### src/rtl/mdio_pkg.sv
package mdio_pkg;

  localparam int FRAME_BITS = 64;
  localparam int IDX_W      = $clog2(FRAME_BITS);
  localparam int TA_FIRST   = 46;  // first bit period released in a read
  localparam int DATA_FIRST = 48;  // first sampled bit period in a read

  // packed so that bit positions match the host command word layout
  typedef struct packed {
    logic        slow;     // [27]
    logic        is_read;  // [26]
    logic [4:0]  phy;      // [25:21]
    logic [4:0]  regad;    // [20:16]
    logic [15:0] wdata;    // [15:0]
  } mdio_cmd_t;

  localparam int CMD_W = $bits(mdio_cmd_t);

  function automatic logic [FRAME_BITS-1:0] build_frame(mdio_cmd_t c);
    logic [1:0]  op;
    logic [1:0]  ta;
    logic [15:0] dat;
    op  = c.is_read ? 2'b10 : 2'b01;
    ta  = c.is_read ? 2'b00 : 2'b10;
    dat = c.is_read ? 16'h0000 : c.wdata;
    return {32'hFFFF_FFFF, 2'b01, op, c.phy, c.regad, ta, dat};
  endfunction

endpackage

### src/rtl/mdc_timer.sv
module mdc_timer #(
  parameter int DIV_FAST = 25,
  parameter int DIV_SLOW = 250
) (
  input  logic clk,
  input  logic rst_n,
  input  logic run,
  input  logic slow,
  output logic tick
);
  localparam int CW = $clog2(DIV_SLOW + 1);
  localparam logic [CW-1:0] LIM_FAST = CW'(DIV_FAST - 1);
  localparam logic [CW-1:0] LIM_SLOW = CW'(DIV_SLOW - 1);

  logic [CW-1:0] cnt_q, cnt_n;
  logic [CW-1:0] lim;

  always_comb begin
    lim   = slow ? LIM_SLOW : LIM_FAST;
    tick  = run && (cnt_q == lim);
    cnt_n = cnt_q;
    if (!run)      cnt_n = '0;
    else if (tick) cnt_n = '0;
    else           cnt_n = cnt_q + 1'b1;
  end

  always_ff @(posedge clk or negedge rst_n) begin
    if (!rst_n) cnt_q <= '0;
    else        cnt_q <= cnt_n;
  end
endmodule

### src/rtl/mdio_frame_engine.sv
module mdio_frame_engine
  import mdio_pkg::*;
#(
  parameter int DIV_FAST = 25,
  parameter int DIV_SLOW = 250
) (
  input  logic             clk,
  input  logic             rst_n,
  input  logic             start,
  input  mdio_cmd_t        cmd_in,
  input  logic             mdio_in,
  output logic             busy,
  output logic             mdc,
  output logic             mdio_out,
  output logic             mdio_oe,
  output logic [15:0]      rd_data,
  output logic [IDX_W-1:0] bit_idx,
  output mdio_cmd_t        cmd_act
);
  localparam logic [IDX_W-1:0] LAST_IDX = IDX_W'(FRAME_BITS - 1);
  localparam logic [IDX_W-1:0] TA_IDX   = IDX_W'(TA_FIRST);
  localparam logic [IDX_W-1:0] DAT_IDX  = IDX_W'(DATA_FIRST);

  logic                  busy_q, busy_n;
  logic                  mdc_q, mdc_n;
  logic [IDX_W-1:0]      idx_q, idx_n;
  logic [FRAME_BITS-1:0] sr_q, sr_n;
  logic [15:0]           rx_q, rx_n;
  logic [15:0]           rd_q, rd_n;
  mdio_cmd_t             cmd_q, cmd_n;
  logic                  tick, rise, fall;

  mdc_timer #(.DIV_FAST(DIV_FAST), .DIV_SLOW(DIV_SLOW)) u_timer (
    .clk  (clk),
    .rst_n(rst_n),
    .run  (busy_q),
    .slow (cmd_q.slow),
    .tick (tick)
  );

  assign rise = busy_q && tick && !mdc_q;
  assign fall = busy_q && tick &&  mdc_q;

  always_comb begin
    busy_n = busy_q;
    mdc_n  = mdc_q;
    idx_n  = idx_q;
    sr_n   = sr_q;
    rx_n   = rx_q;
    rd_n   = rd_q;
    cmd_n  = cmd_q;
    if (start && !busy_q) begin
      busy_n = 1'b1;
      mdc_n  = 1'b0;
      idx_n  = '0;
      sr_n   = build_frame(cmd_in);
      cmd_n  = cmd_in;
    end else if (rise) begin
      mdc_n = 1'b1;
      if (cmd_q.is_read && (idx_q >= DAT_IDX)) rx_n = {rx_q[14:0], mdio_in};
    end else if (fall) begin
      mdc_n = 1'b0;
      sr_n  = {sr_q[FRAME_BITS-2:0], 1'b0};
      idx_n = idx_q + 1'b1;
      if (idx_q == LAST_IDX) begin
        busy_n = 1'b0;
        if (cmd_q.is_read) rd_n = rx_q;
      end
    end
  end

  always_ff @(posedge clk or negedge rst_n) begin
    if (!rst_n) begin
      busy_q <= 1'b0;
      mdc_q  <= 1'b0;
      idx_q  <= '0;
      sr_q   <= '0;
      rx_q   <= '0;
      rd_q   <= '0;
      cmd_q  <= '0;
    end else begin
      busy_q <= busy_n;
      mdc_q  <= mdc_n;
      idx_q  <= idx_n;
      sr_q   <= sr_n;
      rx_q   <= rx_n;
      rd_q   <= rd_n;
      cmd_q  <= cmd_n;
    end
  end

  assign busy     = busy_q;
  assign mdc      = mdc_q;
  assign mdio_out = busy_q && sr_q[FRAME_BITS-1];
  assign mdio_oe  = busy_q && ((idx_q < TA_IDX) || !cmd_q.is_read);
  assign rd_data  = rd_q;
  assign bit_idx  = idx_q;
  assign cmd_act  = cmd_q;
endmodule

### src/rtl/mdio_host_window.sv
module mdio_host_window
  import mdio_pkg::*;
#(
  parameter int                ADDR_W    = 16,
  parameter logic [ADDR_W-1:0] BASE_ADDR = 16'h004C
) (
  input  logic              clk,
  input  logic              rst_n,
  input  logic              wr_en,
  input  logic              rd_en,
  input  logic [ADDR_W-1:0] addr,
  input  logic [7:0]        wdata,
  input  logic              busy,
  input  logic [15:0]       rd_data,
  output logic              start,
  output mdio_cmd_t         cmd_out,
  output logic [7:0]        rdata,
  output logic              snap_busy,
  output logic [7:0]        snap_hi
);
  localparam int LANES    = 4;
  localparam int TOP_BITS = CMD_W - 8 * (LANES - 1);

  logic [LANES-1:0] wr_hit, rd_hit;
  logic [CMD_W-1:0] stage_q, stage_n;
  logic [7:0]       rdata_q, rdata_n;
  logic             sbusy_q, sbusy_n;
  logic [7:0]       shi_q, shi_n;

  for (genvar k = 0; k < LANES; k++) begin : g_dec
    localparam logic [ADDR_W-1:0] LANE_ADDR = BASE_ADDR + ADDR_W'(k);
    assign wr_hit[k] = wr_en && (addr == LANE_ADDR);
    assign rd_hit[k] = rd_en && (addr == LANE_ADDR);
  end

  // staging of the three full lanes
  for (genvar k = 0; k < LANES - 1; k++) begin : g_lane
    always_comb begin
      stage_n[8*k +: 8] = stage_q[8*k +: 8];
      if (wr_hit[k] && !busy) stage_n[8*k +: 8] = wdata;
    end
  end

  always_comb begin
    stage_n[CMD_W-1 -: TOP_BITS] = stage_q[CMD_W-1 -: TOP_BITS];
    if (wr_hit[LANES-1] && !busy) stage_n[CMD_W-1 -: TOP_BITS] = wdata[TOP_BITS-1:0];
  end

  assign start   = wr_hit[LANES-1] && !busy;
  assign cmd_out = mdio_cmd_t'({wdata[TOP_BITS-1:0], stage_q[CMD_W-TOP_BITS-1:0]});

  always_comb begin
    sbusy_n = sbusy_q;
    shi_n   = shi_q;
    rdata_n = rdata_q;
    if (rd_en) begin
      unique case (1'b1)
        rd_hit[0]: begin
          rdata_n = rd_data[7:0];
          sbusy_n = busy;
          shi_n   = rd_data[15:8];
        end
        rd_hit[1]: rdata_n = shi_q;
        rd_hit[3]: rdata_n = {sbusy_q, 7'b0};
        default:   rdata_n = 8'h00;
      endcase
    end
  end

  always_ff @(posedge clk or negedge rst_n) begin
    if (!rst_n) begin
      stage_q <= '0;
      rdata_q <= '0;
      sbusy_q <= 1'b0;
      shi_q   <= '0;
    end else begin
      stage_q <= stage_n;
      rdata_q <= rdata_n;
      sbusy_q <= sbusy_n;
      shi_q   <= shi_n;
    end
  end

  assign rdata     = rdata_q;
  assign snap_busy = sbusy_q;
  assign snap_hi   = shi_q;
endmodule

### src/rtl/mdio_reg_bridge.sv
module mdio_reg_bridge
  import mdio_pkg::*;
#(
  parameter int                ADDR_W    = 16,
  parameter logic [ADDR_W-1:0] BASE_ADDR = 16'h004C,
  parameter int                DIV_FAST  = 25,
  parameter int                DIV_SLOW  = 250
) (
  input  logic              clk,
  input  logic              rst_n,
  input  logic              host_wr_en,
  input  logic              host_rd_en,
  input  logic [ADDR_W-1:0] host_addr,
  input  logic [7:0]        host_wdata,
  output logic [7:0]        host_rdata,
  output logic              mdc,
  output logic              mdio_out,
  output logic              mdio_oe,
  input  logic              mdio_in
);
  logic             rst_meta_q, rst_sync_q;
  logic             busy, start, snap_busy;
  logic [7:0]       snap_hi;
  logic [15:0]      rd_data;
  logic [IDX_W-1:0] bit_idx;
  mdio_cmd_t        cmd_new, cmd_act;

  // asynchronous assert, synchronous release
  always_ff @(posedge clk or negedge rst_n) begin
    if (!rst_n) begin
      rst_meta_q <= 1'b0;
      rst_sync_q <= 1'b0;
    end else begin
      rst_meta_q <= 1'b1;
      rst_sync_q <= rst_meta_q;
    end
  end

  mdio_host_window #(.ADDR_W(ADDR_W), .BASE_ADDR(BASE_ADDR)) u_win (
    .clk      (clk),
    .rst_n    (rst_sync_q),
    .wr_en    (host_wr_en),
    .rd_en    (host_rd_en),
    .addr     (host_addr),
    .wdata    (host_wdata),
    .busy     (busy),
    .rd_data  (rd_data),
    .start    (start),
    .cmd_out  (cmd_new),
    .rdata    (host_rdata),
    .snap_busy(snap_busy),
    .snap_hi  (snap_hi)
  );

  mdio_frame_engine #(.DIV_FAST(DIV_FAST), .DIV_SLOW(DIV_SLOW)) u_eng (
    .clk     (clk),
    .rst_n   (rst_sync_q),
    .start   (start),
    .cmd_in  (cmd_new),
    .mdio_in (mdio_in),
    .busy    (busy),
    .mdc     (mdc),
    .mdio_out(mdio_out),
    .mdio_oe (mdio_oe),
    .rd_data (rd_data),
    .bit_idx (bit_idx),
    .cmd_act (cmd_act)
  );
endmodule

### config.mk
export PLATFORM = sky130hd
export DESIGN_NAME = mdio_reg_bridge
export DESIGN_NICKNAME = d
export VERILOG_FILES = /design/src/rtl/mdio_pkg.sv /design/src/rtl/mdc_timer.sv /design/src/rtl/mdio_frame_engine.sv /design/src/rtl/mdio_host_window.sv /design/src/rtl/mdio_reg_bridge.sv
export SDC_FILE = /design/constraint.sdc
export NUM_CORES = 1
export LEC_CHECK = 0
export BUFFER_PORTS_ARGS = -buffer_cell sky130_fd_sc_hd__buf_2
export CAP_MARGIN = 30
export CELL_PAD_IN_SITES_DETAIL_PLACEMENT = 1
export CELL_PAD_IN_SITES_GLOBAL_PLACEMENT = 1
export CORE_UTILIZATION = 49
export DETAILED_ROUTE_END_ITERATION = 10
export PLACE_DENSITY_LB_ADDON = 0.1
export SLEW_MARGIN = 20
export SYNTH_ARGS = -nofsm -noshare
export SYNTH_HDL_FRONTEND = slang
export SYNTH_HIERARCHICAL = 1
export SYNTH_SLANG_ARGS = --single-unit
### constraint.sdc
create_clock -name clk -period 6.45 [get_ports clk]
set_input_delay 1.6125 -clock clk [delete_from_list [all_inputs] [get_ports clk]]
set_output_delay 1.6125 -clock clk [all_outputs]
set_load 0.02 [all_outputs]
**Word level (Yosys, flattened, before mapping)**

Cells that the tools add are included.

- Register bits: 157
- Word-level logic and storage cells: 81

- $add $sub $neg: 2
- Order comparisons: 2
- Equal/unequal tests: 7
- Muxes and demuxes: 20
- Bitwise gates (word level): 2
- Reductions and logical operators: 31

Operators by type and width:

| operator | number |
|---|---|
| $mux W64 | 3 |
| $eq A16 B7 Y1 const B | 4 |
| $mux W8 | 3 |
| $pmux W8 S3 | 1 |
| $logic_and A1 B1 Y1 | 19 |
| $mux W6 | 3 |
| $mux W16 | 1 |
| $add A8 B1 Y8 const B | 1 |
| $eq A8 B8 Y1 | 1 |
| $mux W1 | 7 |
| $add A6 B1 Y6 const B | 1 |
| $eq A6 B6 Y1 const B | 1 |
| $ge A6 B6 Y1 const B | 1 |
| $lt A6 B6 Y1 const B | 1 |
| $reduce_and A3 Y1 | 2 |
| $reduce_and A5 Y1 | 1 |
| $mux W2 | 2 |
| $reduce_and A2 Y1 | 2 |
| $reduce_bool A2 Y1 | 2 |
| $logic_not A1 Y1 | 3 |
| $reduce_bool A3 Y1 | 1 |
| $ne A2 B2 Y1 const B | 1 |
| $not A1 Y1 | 2 |
| $logic_or A1 B1 Y1 | 1 |

**Logic depth before layout (Yosys ltp)**

Gate-level depths: netlist (run 1).

- Depth in word-level cells: 8
- Depth in mapped cells: 9

**Cells and area by module**

Netlist (run 1), hierarchy kept.

Modules (own cells, without submodules):

| module | times used | cells each | area each (sq um) | sequential area each (sq um) |
|---|---|---|---|---|
| mdio_frame_engine | 1 | 515 | 5321.4 | 3303.2 |
| mdio_host_window | 1 | 127 | 1803.0 | 1026.0 |
| mdc_timer | 1 | 40 | 434.2 | 200.2 |
| mdio_reg_bridge | 1 | 3 | 53.8 | 50.0 |

**Least setup slack after synthesis (run 1)**

OpenSTA, ideal clock, no wires.

- Path kind: input to register
- From: input port host_addr[13]
- To: register u_eng.sr_q[18]
- Setup time: 136 ps
- Data arrival time: 4083 ps
- Data required time: 6314 ps
- Setup slack: 2230 ps
- Cell stages on the path: 8
- Buffers on the path: 3
- Path through: or4_1 or4_1 buf_6 nor3_1 nor2b_1 clkbuf_1 buf_1 o21ai_0

- Cells in the longest elaborated chain, start to end: 6
- Elaborated cells between the ends (all ways): 8
- Classes of those cells: 2 x eq/ne; 1 x mux; 5 x reduce/logical

RTL lines:

| what | RTL line | text |
|---|---|---|
| start, declared | mdio_reg_bridge.sv:13 | `input logic [ADDR_W-1:0] host_addr,` |
| $eq A16 B7 Y1 (*) | mdio_host_window.sv:32 | `assign wr_hit[k] = wr_en && (addr == LANE_ADDR);` |
| $logic_and A1 B1 Y1 (*) | mdio_host_window.sv:32 |  |
| $logic_and A1 B1 Y1 (*) | -- |  |
| via start | mdio_reg_bridge.sv:22 | `logic busy, start, snap_busy;` |
| $logic_and A1 B1 Y1 (*) | mdio_frame_engine.sv:52 | `if (start && !busy_q) begin` |
| $ne A2 B2 Y1 (no source line) or $reduce_bool A2 Y1 (tied branches) | -- |  |
| $reduce_and A2 Y1 (no source line) | -- |  |
| end signal, assigned | mdio_frame_engine.sv:85 | `sr_q <= sr_n;` |
| end, declared | mdio_frame_engine.sv:27 | `logic [FRAME_BITS-1:0] sr_q, sr_n;` |

Mark *: on every way through the listed nets, which the timed path passes. The rest lies on a longest branch.
A chain may end at the register's enable or synchronous reset.

**Worst setup path in the final report (run 1)**

- From: input port host_addr[13]
- To: register u_eng.rd_q[11] (netlist: u_eng/rd_data[11])

- Cells in the longest elaborated chain, start to end: 6

RTL lines:

| what | RTL line | text |
|---|---|---|
| $eq A16 B7 Y1 | mdio_host_window.sv:32 |  |
| $logic_and A1 B1 Y1 | mdio_host_window.sv:32 |  |
| $logic_and A1 B1 Y1 | -- |  |
| via start | mdio_reg_bridge.sv:22 |  |
| $logic_and A1 B1 Y1 | mdio_frame_engine.sv:52 |  |
| $not A1 Y1 (no source line) | -- |  |
| $reduce_and A5 Y1 (no source line) | -- |  |
| end signal, assigned | mdio_frame_engine.sv:87 | `rd_q <= rd_n;` |
| end, declared | mdio_frame_engine.sv:29 | `logic [15:0] rd_q, rd_n;` |

The timed path passes the listed nets, and every way through them passes these cells.

==> results of run 1 <==
## metrics by stage
stage / hold WS (ns) / cells / setup slack, ns / utilization, %
floorplan: 0.331 / 589 / 1.75 / -
global placement: 0.344 / 767 / 1.80 / 52.3
detailed placement: 0.336 / 768 / 1.66 / 52.4
CTS: 0.361 / 800 / 2.08 / 57.1
global route: 0.373 / 801 / 1.89 / 57.2
finish: 0.357 / 801 / 2.10 / 57.2
## sequential cells by signal (all words and copies together) (netlist names)
| signal | flops |
|---|---|
| u_win/snap_hi | 8 |
| u_eng/mdc | 1 |
| u_win/stage_q | 24 |
| u_win/snap_busy | 1 |
| u_win/rdata | 8 |
| u_eng/rd_data | 16 |
| u_eng/sr_q | 64 |
| u_eng/rx_q | 16 |
| u_eng/bit_idx | 6 |
| u_eng/busy | 1 |
| u_eng/u_timer/cnt_q | 8 |
| u_eng/cmd_act | 2 |
| rst_sync_q | 1 |
| rst_meta_q | 1 |
## worst max-delay path: stages
cell and delay (ns):
buf_2 0.09, or4_1 0.54, or4_1 0.74, nor3_1 0.38
nor2b_4 0.60, nor4_4 0.20, buf_6 0.20, mux2_2 0.28
## layout make-up
class / count / area share (%)
clock buffers: 18 / 5.65
well taps: 176 / 2.90
clock inverters: 14 / 2.53
repair buffers: 46 / 3.41
flip-flops and latches: 157 / 51.7
inverters: 10 / 0.494
multi-input cells: 380 / 33.3
## path summary, 6_finish.rpt
| check | startpoint | end | slack, ns | cells past startpoint |
|---|---|---|---|---|
| max in group asynchronous | rst_sync_q | u_eng/sr_q[3] | 4.71 | 1 |
| max | host_addr[13] | u_eng/rd_data[11] | 2.10 | 8 |
| max reg2reg | u_eng/u_timer/cnt_q[6] | u_eng/rd_data[11] | 2.70 | 7 |
| min reg2reg | rst_meta_q | rst_sync_q | 0.36 | 0 |
| min in group asynchronous | rst_sync_q | u_eng/sr_q[41] | 0.43 | 0 |
| min | rst_meta_q | rst_sync_q | 0.36 | 0 |
## layer usage
metal | vias up | wire, um
met3 | 12 | 354
met5 | - | 0
met2 | 36 | 7360
met1 | 2299 | 6620
met4 | 0 | 178
li1 | 2082 | -
## where the power goes
part | leakage [nW] | switching [mW] | internal, mW | total [mW]
sequential | 1.81 | 0.0108 | 0.989 | 1.00
clock | 0.297 | 0.411 | 0.649 | 1.06
combinational | 1.20 | 0.0262 | 0.0124 | 0.0386
total | 3.31 | 0.448 | 1.65 | 2.10
==> flow_metrics.py, run 1 <==
metrics = {
    "power_and_ir_drop": {
        "p_leak_nw": 3.31,
        "p_per_area_mw_per_mm2": 276,
        "power.total_mw": 2.10,
        "peakVddDrop_mv": 0.268,
    },
    "placed_design": {
        "dpl_cell_area_mm2": 0.00697,
        "port_buffers": 39,
        "hpwlAfterDp_mm": 8.69,
        "routabilityCongestion": 0.730,
    },
    "route": {
        "wire_per_inst_um": 18.1,
        "wl_mm": 14.5,
        "vias": 4429,
        "drtIter0Drc": 211,
        "viasPerCell": 5.53,
        "dr.pass1.iters": 4,
        "antenna_left": 0,
        "drc": 0,
    },
    "clock_network": {
        "cts_resized": 0,
        "cts_setup_buffers": 0,
        "cts_sinks": 157,
        "clk_path_buf_depth": 2,
        "cts_root_buf": "clkbuf_16",
        "insertion_delay_ns": 0.42,
        "cts.clk_slew.worst_paths_ns": 0.06,
        "cts_tree": "done",
        "hold_buffers": 0,
        "cts_max_level": 4,
        "cts_buffers": 17,
    },
    "timing": {
        "relSlewSlack_pct": 44.3,
        "fin_crit_sh_pct": 67.4,
        "finalSetupViolCount": 0,
        "clock.fmax_mhz": 230,
        "final-hold-violation-count": 0,
        "finalCriticalPeriod_ns": 4.35,
        "finalSetupTns_ns": 0,
        "fin_skew_ns": 0.0108,
        "tightest_slew_ns": 0.835,
        "slew_viol_final": 0,
        "rsz0062_at_grt": "no",
    },
    "critical_path": {
        "cp_data_arrival_time_ns": 4.65,
        "critPathKind": "input pin to flip-flop",
        "start_kind": "input pin",
        "endpoint_kind": "flip-flop",
        "critPathMaxFanout": 27,
        "crit_required_ns": 6.75,
    },
    "final_layout": {
        "synthToLayoutAreaGrowth_pct": 13.5,
        "register_area_mm2": 0.00393,
        "fin_nets": 643,
        "num_antenna_cells": 0,
        "fillers": 1385,
        "final_cell_mix": "dfrtp_1, nand2_1, mux2_2",
        "drive_gt1_share_pct": 25.1,
        "fin_area_mm2": 0.00760,
        "multi_input_area_mm2": 0.00253,
        "layout_commonest_cell": "dfrtp_1",
    },
    "run": {
        "maxCapViolations": 0,
    },
    "logic_synthesis": {
        "yosysWarnings": 6,
        "syn_avg_cell_area_um2": 11.4,
        "synth_nets": 620,
        "netlist_area_mm2": 0.00670,
        "netlist_instances": 589,
    },
    "die": {
        "die_w_um": 119,
        "fp.coreArea_mm2": 0.0133,
        "start_util_pct": 50.4,
        "die_area_mm2": 0.0141,
        "num_rows": 42,
        "dieHeight_um": 119,
        "io_pins": 40,
    },
    "global_route": {
        "grt_use_met3_pct": 5.32,
        "grt_pass1_wl_mm": 25.1,
        "grt.total_usage_pct": 22.7,
        "use_met2_pct": 37.6,
        "grt-ovfl-total": 0,
        "antenna_found_initial": 0,
        "grt_pass1_vias": 4911,
        "grt_max_degree": 92,
        "grt-busiest-layer": "met2",
        "use_met1_pct": 29.7,
    },
    "run_status": {
        "status": "complete, no violations",
    },
    "worst_hold_path": {
        "hold_path.class": "flip-flop to flip-flop",
    },
}
No activity file was read; power rests on OpenSTA's default activity.
==> run 2, diff against run 1 <==
Settings changed: CORE_UTILIZATION 49 to 45.
Clock period 6.45 ns to 3.5 ns, I/O delays scaled along.
==> run 2 against run 1 <==
  * Hold slack worse by 0.16 ns
  * Global-route usage down 2.3 points
  * Setup slack lost 1.5 ns
  * Clock skew is 0.0031 ns higher
  * Highest routed layer unchanged
  * Non-clock buffer count increased by 14
  * Die area increased by 8.7%
  * Wire length shrank 2.2%
  * Critical endpoint is now u_win/stage_q[20]
==> flow_metrics.py, run 2 (same netlist as run 1, synthesis figures left out) <==
metrics = {
    "final_layout": {
        "largest_reg_flops": 64,
        "top_regs": "u_eng/sr_q x64, u_win/stage_q x24",
        "fin_util_pct": 53.4,
        "layout_commonest_cell": "dfrtp_1",
        "synthToLayoutAreaGrowth_pct": 16.0,
        "fin_nets": 657,
        "drive_gt1_share_pct": 26.9,
        "top_register": "u_eng/sr_q",
        "multi_input_area_mm2": 0.00253,
        "num_antenna_cells": 0,
        "fillers": 1529,
        "final_cell_mix": "dfrtp_1, nand2_1, mux2_2",
        "fin_area_mm2": 0.00777,
        "register_area_mm2": 0.00393,
    },
    "timing": {
        "finalCriticalPeriod_ns": 2.95,
        "final-hold-violation-count": 0,
        "slew_viol_final": 0,
        "rsz0062_at_grt": "no",
        "clock.fmax_mhz": 339,
        "relSlewSlack_pct": 61.9,
        "fin_crit_sh_pct": 84.2,
        "finalSetupTns_ns": 0,
        "tightest_slew_ns": 0.571,
        "fin_skew_ns": 0.0139,
        "finalSetupViolCount": 0,
    },
    "worst_hold_path": {
        "hold_path.class": "flip-flop to asynchronous set/reset pin",
    },
    "critical_path": {
        "setup.worst_path.start": "host_addr[13]",
        "critPathKind": "input pin to flip-flop",
        "crit_required_ns": 3.81,
        "reg2reg_from": "u_eng/u_timer/cnt_q[0]",
        "r2r_end": "u_eng/sr_q[13]",
        "critPathMaxFanout": 8,
        "reg2reg_depth": 8,
        "cp_data_arrival_time_ns": 3.26,
        "ff2ff_setup_slack_ns": 0.81,
        "start_kind": "input pin",
        "endpoint_kind": "flip-flop",
    },
    "route": {
        "vias": 4428,
        "drc": 0,
        "viasPerCell": 5.38,
        "dr.pass1.iters": 4,
        "drtIter0Drc": 156,
        "antenna_left": 0,
        "wl_mm": 14.2,
        "wire_per_inst_um": 17.3,
    },
    "global_route": {
        "grt-ovfl-total": 0,
        "grt_pass1_wl_mm": 23.7,
        "grt_pass1_vias": 4651,
        "antenna_found_initial": 0,
        "grt.total_usage_pct": 20.4,
        "grt_max_degree": 68,
    },
    "run_status": {
        "status": "complete, no violations",
    },
    "die": {
        "fp.coreArea_mm2": 0.0145,
        "dieHeight_um": 124,
        "die_w_um": 124,
        "num_rows": 44,
        "die_area_mm2": 0.0154,
        "start_util_pct": 46.1,
        "io_pins": 40,
    },
    "clock_network": {
        "clk_path_buf_depth": 2,
        "insertion_delay_ns": 0.43,
        "cts_tree": "done",
        "hold_buffers": 0,
        "cts_buffers": 17,
        "cts_max_level": 4,
        "cts_setup_buffers": 0,
        "cts_root_buf": "clkbuf_16",
        "cts.clk_slew.worst_paths_ns": 0.07,
        "cts_resized": 0,
        "cts_sinks": 157,
    },
    "placed_design": {
        "port_buffers": 39,
        "dpl_cell_area_mm2": 0.00711,
        "hpwlAfterDp_mm": 8.96,
        "routabilityCongestion": 0.722,
    },
    "run": {
        "maxCapViolations": 0,
    },
    "power_and_ir_drop": {
        "p_leak_nw": 3.40,
        "p_per_area_mw_per_mm2": 497,
        "peakVddDrop_mv": 0.315,
    },
}
[run 2: cell types whose count changed in the layout (fill, tap and decap cells not counted), sizes merged]
cell      change
clkinvlp      -2
bufinv        -1
buf          +13
inv           +6
clkinv        -2
[run 2: worst max path at each step]
stage	endpoint	slack, ns	depth (start not counted)
after CTS	u_eng/rd_data[13]	0.49	6
after global routing	u_eng/rd_data[13]	0.50	8
after detailed placement	u_win/stage_q[22]	0.11	6
after global placement	u_win/stage_q[22]	0.14	6
after floorplan	u_eng/sr_q[18]	0.02	8
final	u_win/stage_q[20]	0.55	6
[run 2: area by class of cell]
cell class | count | share of cell area, %
Clock buffer | 17 | 5.48
Clock inverter | 15 | 2.51
Inverter | 10 | 0.483
Multi-Input combinational cell | 380 | 32.6
Sequential cell | 157 | 50.6
Tap cell | 184 | 2.96
Timing Repair Buffer | 60 | 5.36
[run 2: stage by stage]
stage	setup WS (ns)	power [mW]	cells	hold slack (ns)
after detailed placement	0.113	1.95	789	0.336
final	0.553	3.86	823	0.202
after floorplan	0.0177	1.91	589	0.331
after CTS	0.485	3.92	821	0.193
after global routing	0.500	4.00	823	0.192
after global placement	0.135	1.95	789	0.342
[run 2: routing by layer]
layer / part of all wire [%] / routed length (um) / GRT usage, %
met3: 2.1 / 297 / 4.81
met1: 48 / 6750 / 26.9
met2: 49 / 6990 / 33.1
met5: 0 / 0 / 0
met4: 1.1 / 155 / 7.14
[run 2: worst max-delay path, stage by stage]
cell	delay (ns)
buf_2	0.09
or4_1	0.53
or4_1	0.58
buf_4	0.20
or3_1	0.59
mux2_4	0.38
[run 2: power by group]
group	switching (mW)	internal, mW	total (mW)
clock	0.797	1.15	1.94
sequential	0.00957	1.82	1.83
combinational	0.0608	0.0284	0.0892
==> run 3, diff against run 2 <==
Clock period 3.5 ns to 2.5 ns, I/O delays scaled along.
==> run 3 against run 2 <==
  * Clock skew down 0.0073 ns
  * Via count up 3.0%
  * Critical endpoint is now u_win/snap_hi[0]
  * First-iteration DRC count up 79%
  * Non-clock buffer count up 20
  * Critical path depth up 1
  * Largest cell class unchanged
==> flow_metrics.py, run 3 (same netlist as run 1, synthesis figures left out) <==
metrics = {
    "run_status": {
        "status": "complete, no violations",
    },
    "critical_path": {
        "cp_data_arrival_time_ns": 2.79,
        "reg2reg_from": "u_eng/cmd_act[27]",
        "ff2ff_setup_slack_ns": 0.09,
        "critPathKind": "input pin to flip-flop",
        "endpoint_kind": "flip-flop",
        "cp_cell_sequence": "buf_2 -> or4b_4 -> or4_4 -> buf_4 -> nor4b_4 -> buf_6 -> mux2_2",
        "r2r_end": "u_eng/bit_idx[5]",
        "critPathMaxFanout": 9,
        "slowest_stage": "or4_4",
        "start_kind": "input pin",
        "crit_required_ns": 2.81,
        "reg2reg_depth": 7,
        "cp_slowest_stage_delay_ns": 0.55,
    },
    "placed_design": {
        "port_buffers": 39,
        "routabilityCongestion": 0.801,
        "hpwlAfterDp_mm": 9.59,
        "dpl_cell_area_mm2": 0.00735,
        "dp.cells": 803,
        "dp_slack_ns": -0.536,
    },
    "global_route": {
        "antenna_found_initial": 0,
        "grt.total_usage_pct": 21.6,
        "grt-ovfl-total": 0,
        "grt_pass1_wl_mm": 25.1,
        "grt_pass1_vias": 4943,
        "grt_max_degree": 64,
    },
    "die": {
        "start_util_pct": 46.1,
        "dieHeight_um": 124,
        "io_pins": 40,
        "num_rows": 44,
        "fp.coreArea_mm2": 0.0145,
        "die_area_mm2": 0.0154,
        "die_w_um": 124,
    },
    "power_and_ir_drop": {
        "pwr-share-seq_pct": 47.9,
        "switching_share_pct": 23.6,
        "p_per_area_mw_per_mm2": 660,
        "pwr-share-clk_pct": 49.7,
        "internal_power_mw": 4.10,
        "p_leak_nw": 3.59,
        "pwr-share-comb_pct": 2.4,
        "p_sw_mw": 1.27,
        "peakVddDrop_mv": 0.470,
    },
    "route": {
        "dr_wl_met3_um": 449,
        "met1_length_mm": 7.09,
        "antenna_left": 0,
        "vias": 4561,
        "wl_mm": 15.8,
        "met2_length_mm": 8.07,
        "wire_per_inst_um": 18.7,
        "dr.pass1.iters": 4,
        "top_layer_used": "met4",
        "viasPerCell": 5.41,
        "drc": 0,
        "drtIter0Drc": 280,
    },
    "clock_network": {
        "cts.clk_slew.worst_paths_ns": 0.07,
        "cts_tree": "done",
        "cts_sinks": 157,
        "cts_max_level": 4,
        "cts_root_buf": "clkbuf_16",
        "clk_path_buf_depth": 2,
        "insertion_delay_ns": 0.43,
        "cts_buffers": 17,
    },
    "final_layout": {
        "layout_commonest_cell": "dfrtp_1",
        "register_area_mm2": 0.00393,
        "largest_reg_flops": 64,
        "top_register": "u_eng/sr_q",
        "fin_nets": 677,
        "multi_input_area_mm2": 0.00267,
        "final_cell_mix": "dfrtp_1, nand2_1, mux2_2",
        "drive_gt1_share_pct": 32.2,
        "fin_util_pct": 56.0,
        "fin_area_mm2": 0.00814,
        "fin_cells": 843,
        "num_antenna_cells": 0,
        "synthToLayoutAreaGrowth_pct": 21.5,
        "top_regs": "u_eng/sr_q x64, u_win/stage_q x24",
        "fillers": 1494,
    },
    "timing": {
        "slew_viol_final": 0,
        "fin_crit_sh_pct": 99.2,
        "final-hold-violation-count": 0,
        "finalSetupViolCount": 0,
        "finalCriticalPeriod_ns": 2.48,
        "fin_skew_ns": 0.00662,
        "finalSetupTns_ns": 0,
        "setup_ws_ns": 0.0205,
        "relSlewSlack_pct": 63.1,
        "tightest_slew_ns": 0.554,
        "clock.fmax_mhz": 403,
    },
    "worst_hold_path": {
        "hold_path.class": "flip-flop to asynchronous set/reset pin",
    },
    "run": {
        "maxCapViolations": 0,
    },
}
[run 3: cell types whose count changed in the layout (fill, tap and decap cells not counted), sizes merged]
cell / previous run / this run
inv: 17 / 18
dlygate4sd3: 0 / 1
bufinv: 3 / 2
buf: 59 / 75
clkbuf: 18 / 21
[run 3: per-stage QoR]
step | power [mW] | hold slack (ns)
after floorplan | 2.68 | 0.329
after global placement | 2.74 | 0.339
after detailed placement | 2.75 | 0.337
after CTS | 5.43 | 0.345
after global routing | 5.54 | 0.365
final | 5.37 | 0.330
[run 3: power by group through the flow]
stage / Combinational [mW] / Sequential [mW] / Clock, mW
2_1_floorplan: 0.0423 / 2.64 / 0
3_3_place_gp: 0.122 / 2.62 / 0
3_5_place_dp: 0.129 / 2.62 / 0
4_1_cts: 0.131 / 2.57 / 2.73
5_1_grt: 0.143 / 2.57 / 2.83
6_report: 0.128 / 2.57 / 2.67
[run 3: final cells by class]
| class | instances | area share, % |
|---|---|---|
| Tap cell | 184 | 2.83 |
| Inverter | 10 | 0.461 |
| Clock inverter | 15 | 2.17 |
| Multi-Input combinational cell | 380 | 32.8 |
| Clock buffer | 17 | 5.23 |
| Timing Repair Buffer | 80 | 8.23 |
| Sequential cell | 157 | 48.3 |
[run 3: critical path, delay by kind of cell]
kind                   cells  cell delay, ns
muxes                      1            0.36
buffers and inverters      3            0.47
and+or+nand+nor            3            1.33
[run 3: what timing repair did]
item,4_1_cts,5_1_grt
hold endpoints to repair,2,0
pin swaps,2,1
setup buffers,2,1
hold buffers,1,0
cloned,0,4
resized for setup,6,6
endpoints found under the setup margin,41,45
[run 3: how the worst max path moves through the flow]
stage / from / end / cells after the start
3_3_place_gp: host_addr[8] / u_win/stage_q[22] / 6
4_1_cts: u_eng/cmd_act[27] / u_eng/bit_idx[5] / 7
5_1_grt: u_eng/cmd_act[27] / u_eng/bit_idx[5] / 7
6_report: host_addr[8] / u_win/snap_hi[0] / 7
2_1_floorplan: host_addr[8] / u_win/snap_busy / 5
3_5_place_dp: host_addr[8] / u_win/stage_q[21] / 6
[run 3: metal layers]
layer  GRT usage, %  vias up
met5              0        -
met2           37.3       46
met1           27.1     2348
met4           6.25        0
li1               -     2152
met3           5.08       15
